<file path="src/rtl/irq_route_pkg.sv">
package irq_route_pkg;

    localparam int NUM_SRC = 13;

    typedef logic [NUM_SRC-1:0] src_vec_t;

    localparam int SRC_DATA_DONE = 0;
    localparam int SRC_PROG_DONE = 1;
    localparam int SRC_CMD_END   = 2;
    localparam int SRC_STOP_CMD  = 3;
    localparam int SRC_CLK_OFF   = 4;
    localparam int SRC_RX_SVC    = 5;
    localparam int SRC_TX_SVC    = 6;
    localparam int SRC_TIMER     = 7;
    localparam int SRC_DATA_ERR  = 8;
    localparam int SRC_RESP_ERR  = 9;
    localparam int SRC_RD_STALL  = 10;
    localparam int SRC_CARD_INT  = 11;
    localparam int SRC_CARD_ACK  = 12;

    localparam src_vec_t FIFO_SRCS = src_vec_t'((1 << SRC_RX_SVC) | (1 << SRC_TX_SVC));

    typedef struct packed {
        logic irq;
        logic rx;
        logic tx;
    } route_out_t;

    function automatic src_vec_t eff_mask(input src_vec_t sw_mask, input logic dma_on);
        return dma_on ? (sw_mask | FIFO_SRCS) : sw_mask;
    endfunction

endpackage

</file>
<file path="src/rtl/irq_req_reg.sv">
module irq_req_reg
    import irq_route_pkg::*;
(
    input  logic     clk,
    input  logic     rst,
    input  src_vec_t set_i,
    input  src_vec_t clr_i,
    output src_vec_t req_q
);

    for (genvar i = 0; i < NUM_SRC; i++) begin : g_bit
        always_ff @(posedge clk) begin
            if (rst)
                req_q[i] <= 1'b0;
            else if (set_i[i])
                req_q[i] <= 1'b1;
            else if (clr_i[i])
                req_q[i] <= 1'b0;
        end
    end

    p_set_wins_r2: assert property (@(posedge clk) disable iff (rst)
        (set_i != '0) |=> ((req_q & $past(set_i)) == $past(set_i)));

    p_clear_r2: assert property (@(posedge clk) disable iff (rst)
        ((clr_i & ~set_i) != '0) |=> ((req_q & $past(clr_i & ~set_i)) == '0));

    p_hold_r2: assert property (@(posedge clk) disable iff (rst)
        ((set_i | clr_i) == '0) |=> $stable(req_q));

endmodule

</file>
<file path="src/rtl/irq_mask_reg.sv">
module irq_mask_reg
    import irq_route_pkg::*;
(
    input  logic     clk,
    input  logic     rst,
    input  logic     we_i,
    input  src_vec_t wdata_i,
    output src_vec_t mask_q
);

    always_ff @(posedge clk) begin
        if (rst)
            mask_q <= '0;
        else if (we_i)
            mask_q <= wdata_i;
    end

    p_mask_load_r3: assert property (@(posedge clk) disable iff (rst)
        we_i |=> (mask_q == $past(wdata_i)));

    p_mask_hold_r3: assert property (@(posedge clk) disable iff (rst)
        !we_i |=> $stable(mask_q));

endmodule

</file>
<file path="src/rtl/irq_out_stage.sv">
module irq_out_stage
    import irq_route_pkg::*;
(
    input  logic       clk,
    input  logic       rst,
    input  src_vec_t   req_i,
    input  src_vec_t   mask_i,
    input  logic       dma_on_i,
    output route_out_t out_q
);

    route_out_t nxt;

    always_comb begin
        nxt.irq = |(req_i & ~eff_mask(mask_i, dma_on_i));
        nxt.rx  = req_i[SRC_RX_SVC];
        nxt.tx  = req_i[SRC_TX_SVC];
    end

    always_ff @(posedge clk) begin
        if (rst)
            out_q <= '0;
        else
            out_q <= nxt;
    end

    p_quiet_r4: assert property (@(posedge clk) disable iff (rst)
        ((req_i & ~mask_i) == '0) |=> !out_q.irq);

    p_raise_r4: assert property (@(posedge clk) disable iff (rst)
        (!dma_on_i && ((req_i & ~mask_i) != '0)) |=> out_q.irq);

    p_dma_hides_fifo_r5: assert property (@(posedge clk) disable iff (rst)
        (dma_on_i && ((req_i & ~mask_i & ~FIFO_SRCS) == '0)) |=> !out_q.irq);

    p_rx_follow_r6: assert property (@(posedge clk) disable iff (rst)
        1'b1 |=> (out_q.rx == $past(req_i[SRC_RX_SVC])));

    p_tx_follow_r6: assert property (@(posedge clk) disable iff (rst)
        1'b1 |=> (out_q.tx == $past(req_i[SRC_TX_SVC])));

endmodule

</file>
<file path="src/rtl/irq_dma_router.sv">
module irq_dma_router
    import irq_route_pkg::*;
(
    input  logic               clk,
    input  logic               rst,
    input  logic [NUM_SRC-1:0] evt_set,
    input  logic [NUM_SRC-1:0] evt_clr,
    input  logic               mask_we,
    input  logic [NUM_SRC-1:0] mask_wdata,
    input  logic               dma_en,
    output logic               cpu_irq,
    output logic               rx_dreq,
    output logic               tx_dreq,
    output logic [NUM_SRC-1:0] req_view,
    output logic [NUM_SRC-1:0] mask_view
);

    src_vec_t   req_q;
    src_vec_t   mask_q;
    route_out_t route_q;

    irq_req_reg u_req (
        .clk   (clk),
        .rst   (rst),
        .set_i (evt_set),
        .clr_i (evt_clr),
        .req_q (req_q)
    );

    irq_mask_reg u_mask (
        .clk     (clk),
        .rst     (rst),
        .we_i    (mask_we),
        .wdata_i (mask_wdata),
        .mask_q  (mask_q)
    );

    irq_out_stage u_out (
        .clk      (clk),
        .rst      (rst),
        .req_i    (req_q),
        .mask_i   (mask_q),
        .dma_on_i (dma_en),
        .out_q    (route_q)
    );

    assign cpu_irq   = route_q.irq;
    assign rx_dreq   = route_q.rx;
    assign tx_dreq   = route_q.tx;
    assign req_view  = req_q;
    assign mask_view = mask_q;

    p_reset_r1: assert property (@(posedge clk)
        $past(rst) |-> (!cpu_irq && !rx_dreq && !tx_dreq && req_q == '0 && mask_q == '0));

endmodule

</file>
<file path="config.mk">
export PLATFORM = sky130hd
export DESIGN_NAME = irq_dma_router
export DESIGN_NICKNAME = d
export VERILOG_FILES = /design/src/rtl/irq_route_pkg.sv /design/src/rtl/irq_req_reg.sv /design/src/rtl/irq_mask_reg.sv /design/src/rtl/irq_out_stage.sv /design/src/rtl/irq_dma_router.sv
export SDC_FILE = /design/constraint.sdc
export NUM_CORES = 1
export LEC_CHECK = 0
export BUFFER_PORTS_ARGS = -buffer_cell sky130_fd_sc_hd__buf_4
export CAP_MARGIN = 20
export CORE_MARGIN = 2
export CORE_UTILIZATION = 35
export CTS_BUF_LIST = sky130_fd_sc_hd__clkbuf_4 sky130_fd_sc_hd__clkbuf_8 sky130_fd_sc_hd__clkbuf_16
export CTS_CLUSTER_DIAMETER = 40
export CTS_CLUSTER_SIZE = 24
export DETAILED_ROUTE_END_ITERATION = 6
export PLACE_DENSITY = 0.65
export SLEW_MARGIN = 0
export SYNTH_ARGS = -nofsm -noshare
export SYNTH_HDL_FRONTEND = slang
export SYNTH_HIERARCHICAL = 1
export SYNTH_SLANG_ARGS = --single-unit
</file>
<file path="constraint.sdc">
create_clock -name clk -period 2 [get_ports clk]
set_input_delay 0.1 -clock clk [delete_from_list [all_inputs] [get_ports clk]]
set_output_delay 0.1 -clock clk [all_outputs]
set_load 0.01 [all_outputs]
</file>
# Word-level counts from Yosys, hierarchy flattened
# Index checks and enable logic that the tools add are counted.
word_totals:
  register_bits: 29
  in_bits: 43
classes:
  n_mux: 27
  bitwise_logic: 2
  n_reduce_logical: 14
op_table:
  columns: ["cell", "count"]
  rows:
  - ["$mux 1", 26]
  - ["$reduce_bool 2->1", 13]
  - ["$and 13x13->13", 1]
  - ["$not 13->13", 1]
  - ["$reduce_or 13->1", 1]
  - ["$mux 7", 1]

# Longest topological paths before layout
logic_depth:
  depth_word: 4
  depth_mapped: 4
  depth_no_buf: 3

# Modules after synthesis
# The synthesis kept the hierarchy.
by_module_without_submodules:
  columns: ["mod", "instances", "cells_each", "area_per_inst_um2", "seq_area_each_um2"]
  rows:
  - ["irq_req_reg", 1, 53, 504.2, 260.2]
  - ["irq_mask_reg", 1, 42, 474.2, 260.2]
  - ["irq_out_stage", 1, 23, 237.7, 60.1]

# Worst setup path before layout
# OpenSTA, ideal clock, no wires.
synth_path:
  path_type: "flip-flop to flip-flop"
  startpoint: "reg u_mask.mask_q[1]"
  endpoint: "reg u_out/out_q[2] in the netlist's numbering"
  setup_ns: 0.139
  t_arrival_ns: 0.903
  t_required_ns: 1.861
  path_slack_ns: 0.958
  path_stages_with_launch: 4
  path_buffers: 0
  period_less_slack_ns: 1.042
  path_cell_list: "dfxtp_1 inv_1 a2111oi_4 a41oi_1"
synth_via:
  elab_chain_cells: 4
synth_rtl:
  columns: ["element", "line_no", "source"]
  rows:
  - ["start: declaration", "irq_mask_reg.sv:8", "output src_vec_t mask_q"]
  - ["start signal: assignment", "irq_mask_reg.sv:15", "mask_q <= wdata_i;"]
  - ["$mux 7", "irq_route_pkg.sv:30", "return dma_on ? (sw_mask | FIFO_SRCS) : sw_mask;"]
  - ["$not 13->13", "irq_out_stage.sv:15", "nxt.irq = |(req_i & ~eff_mask(mask_i, dma_on_i));"]
  - ["$and 13x13->13", "irq_out_stage.sv:15", null]
  - ["$reduce_or 13->1", "irq_out_stage.sv:15", null]
  - ["end signal: assignment", "irq_out_stage.sv:24", "out_q <= nxt;"]
  - ["end: declaration", "irq_out_stage.sv:9", "output route_out_t out_q"]
# No other way between the ends.
# A chain may end at the register's enable or synchronous reset.

# Final worst setup path
layout_path:
  startpoint: "reg u_req.req_q[7]"
  endpoint: "reg u_out/out_q[2] in the netlist's numbering"
layout_via:
  elab_chain_cells: 2
layout_rtl:
  columns: ["element", "line_no", "source"]
  rows:
  - ["start: declaration", "irq_req_reg.sv:8", "output src_vec_t req_q"]
  - ["start signal: indexed assignment", "irq_req_reg.sv:14", "req_q[i] <= 1'b0;"]
  - ["start signal: indexed assignment", "irq_req_reg.sv:16", "req_q[i] <= 1'b1;"]
  - ["start signal: indexed assignment", "irq_req_reg.sv:18", "req_q[i] <= 1'b0;"]
  - ["$and 13x13->13", "irq_out_stage.sv:15", null]
  - ["$reduce_or 13->1", "irq_out_stage.sv:15", null]
# No other way between the ends.

==> flow_summary.json <==
{
  "status": "finished clean",
  "die_y_um": 62.95,
  "synth_top_area_share": 0.4774,
  "drive_gt1_frac": 0.4844,
  "cts_sinks": 29,
  "cts.hold.buffers_added": 0,
  "synth.distinct_cells": 17,
  "synth_compound_area_frac": 0.1512,
  "maxSlewHeadroom": 0.7617,
  "antenna_found_initial": 0,
  "syn_area_per_cell_um2": 10.31,
  "rows": 21,
  "synth_area_leaders": "dfxtp_1, mux2i_1, nand2b_1",
  "finalNonFillerCells": 238,
  "max_slew.worst_pin.slew_ns": 0.3574,
  "critPathSlowestCell": "dfxtp_1",
  "coreArea_mm2": 0.003337,
  "viasPerCell": 4.437,
  "synth_xor_area_frac": 0,
  "gr-total-overflow": 0,
  "post_drt_wl_per_cell_um": 12.00,
  "cts_buffers": 5,
  "gp_congestion": 0.7723,
  "hold_viol_final": 0,
  "synth-simple-area-share": 0.1708,
  "min_period_ns": 1.063,
  "syn_inst": 118,
  "critPathMaxStageDelay_ns": 0.34,
  "period_share": 0.5317,
  "powerDensity_mw_per_mm2": 689.3,
  "end_kind": "flop",
  "crit_buf_inv": 0,
  "die_w_um": 62.95,
  "arrival_ns": 1.26,
  "grt_pass1_vias": 1053,
  "path_cells": "nor2b_4 -> a2111oi_4 -> a41oi_1",
  "cap_violations": 0,
  "hold_path_class": "in -> reg",
  "first_pass_iters": 4,
  "mostFrequentLayoutCells": "buf_4, dfxtp_1, inv_1",
  "cts_resized": 0,
  "worst_ir_drop_vdd_v": 0.0003511,
  "netlist_area_mm2": 0.001216,
  "drc": 0,
  "synth_top_family_by_area": "simple AND/OR/NAND/NOR gates",
  "die-area_mm2": 0.003962,
  "skew_ns": 0.003832,
  "ys.warnings.count": 6,
  "crit_fanout": 3,
  "placed_cells": 231,
  "grt_max_degree": 30,
  "htreeDepth": 2,
  "drt_iter0_drc": 30,
  "grt_pass1_wl_mm": 4.754,
  "cts_tree": "yes",
  "crit_path_start_kind": "flop",
  "setup_viol": 0,
  "dr_total_vias": 1056,
  "path_clk_slew_ns": 0.09,
  "grt_setup_unrepaired": "no",
  "dp_hpwl_mm": 2.180,
  "clock-root-buffer": "clkbuf_4",
  "yosysTopAreaCell": "dfxtp_1",
  "cts_setup_buffers": 0,
  "io_pins": 72,
  "finalSetupTns_ns": 0,
  "worstSkewPairLatency_ns": 0.32,
  "grt_usage": 0.1554,
  "wirelength_mm": 2.855,
  "io_buffer_count": 71,
  "synth_seq_area_share": 0.4774,
  "antennaDiodeCount": 0,
  "cp_top_family": "compound AO/OA/AOI/OAI gates",
  "syn_nets": 161,
  "initial_core_util": 0.3645,
  "slew_violations": 0,
  "p_leak_nw": 0.8988,
  "ys_ff_latch": 29,
  "final_common_cell": "buf_4",
  "final_antenna_net_count": 0,
  "final_nets": 235,
  "synth_mux_area_frac": 0.1070,
  "cts_buffer_depth": 2,
  "yosys.area_share.adder": 0,
  "path_class": "reg -> reg",
  "max_freq_mhz": 940.3,
  "worst_ep_required_time_ns": 2.20,
  "area_growth_pct": 49.59
}
==> flip-flops by register name, indices dropped and copies added, names as in the netlist <==
register	count
u_out/out_q	3
u_mask/mask_q	13
u_req/req_q	13
==> worst reg2reg max path, cell delays in order (launching register included) <==
cell and delay, ns:
dfxtp_1 0.34, nor2b_4 0.13, a2111oi_4 0.32, a41oi_1 0.14
==> Yosys cell counts <==
master	n
inv_1	17
buf_12	1
mux2i_1	13
a41oi_1	1
buf_6	2
clkbuf_1	1
nand2b_1	15
nor2b_4	2
inv_2	1
a21oi_2	10
a2111oi_4	2
nor2b_1	6
a222oi_1	1
nor2_1	13
dfxtp_1	29
a21o_1	1
a21oi_1	3
==> layout make-up <==
cell class	count	area (um^2)
well taps	46	57.56
flip-flops and latches	29	580.6
multi-input cells	67	521.8
clock buffers	7	58.81
fillers	318	1518
repair buffers	71	533.0
inverters	18	67.56
==> cell families (layout without fill, tap and decap cells) <==
| kind of cell | count (synthesis) | in the layout |
|---|---|---|
| buf+inv | 22 | 96 |
| mux | 13 | 13 |
| compound gates | 18 | 18 |
| simple gates | 36 | 36 |
| flops | 29 | 29 |
==> routing by layer <==
metal	wire, um	vias up	track usage	part of all wire
li1	-	522	-	-
met1	1133	475	0.1778	0.40
met4	57	0	0.07500	0.020
met3	278	7	0.05766	0.097
met5	0	-	0	0
met2	1385	52	0.2540	0.49
==> report_power, final <==
part           switching [mW]  internal [mW]  leakage [nW]  total [mW]
clock network           0.193          0.179        0.0348       0.372
logic                  0.0944          0.144         0.623       0.239
registers              0.0297          0.613         0.241       0.643
total                   0.317          0.937         0.899        1.25
==> worst paths after layout <==
check | startpoint | endpoint | slack (ns) | depth (start not counted)
setup reg to reg | u_req/req_q[7]$_SDFFE_PP0P_ | u_out/out_q[2]$_SDFF_PP0_ | 0.94 | 3
setup / recovery | u_req/req_q[7]$_SDFFE_PP0P_ | u_out/out_q[2]$_SDFF_PP0_ | 0.94 | 3
hold / removal | mask_wdata[2] | u_mask/mask_q[2]$_SDFFE_PP0P_ | 0.006 | 3
hold reg to reg | u_req/req_q[0]$_SDFFE_PP0P_ | u_req/req_q[0]$_SDFFE_PP0P_ | 0.50 | 2
==> per-stage QoR <==
stage	area, um^2	utilization	hold WS [ns]	power, mW	setup slack (ns)
after floorplan	1216	-	0.1691	0.7692	0.9575
after global placement	1760	0.5276	0.3313	0.8924	0.9641
after detailed placement	1760	0.5276	0.3412	0.8990	0.9428
after CTS	1819	0.5452	0.00002862	1.271	0.9236
after global routing	1819	0.5452	0.004536	1.321	0.8500
final	1819	0.5452	0.006038	1.254	0.9365
No activity file was read; power rests on OpenSTA's default activity.
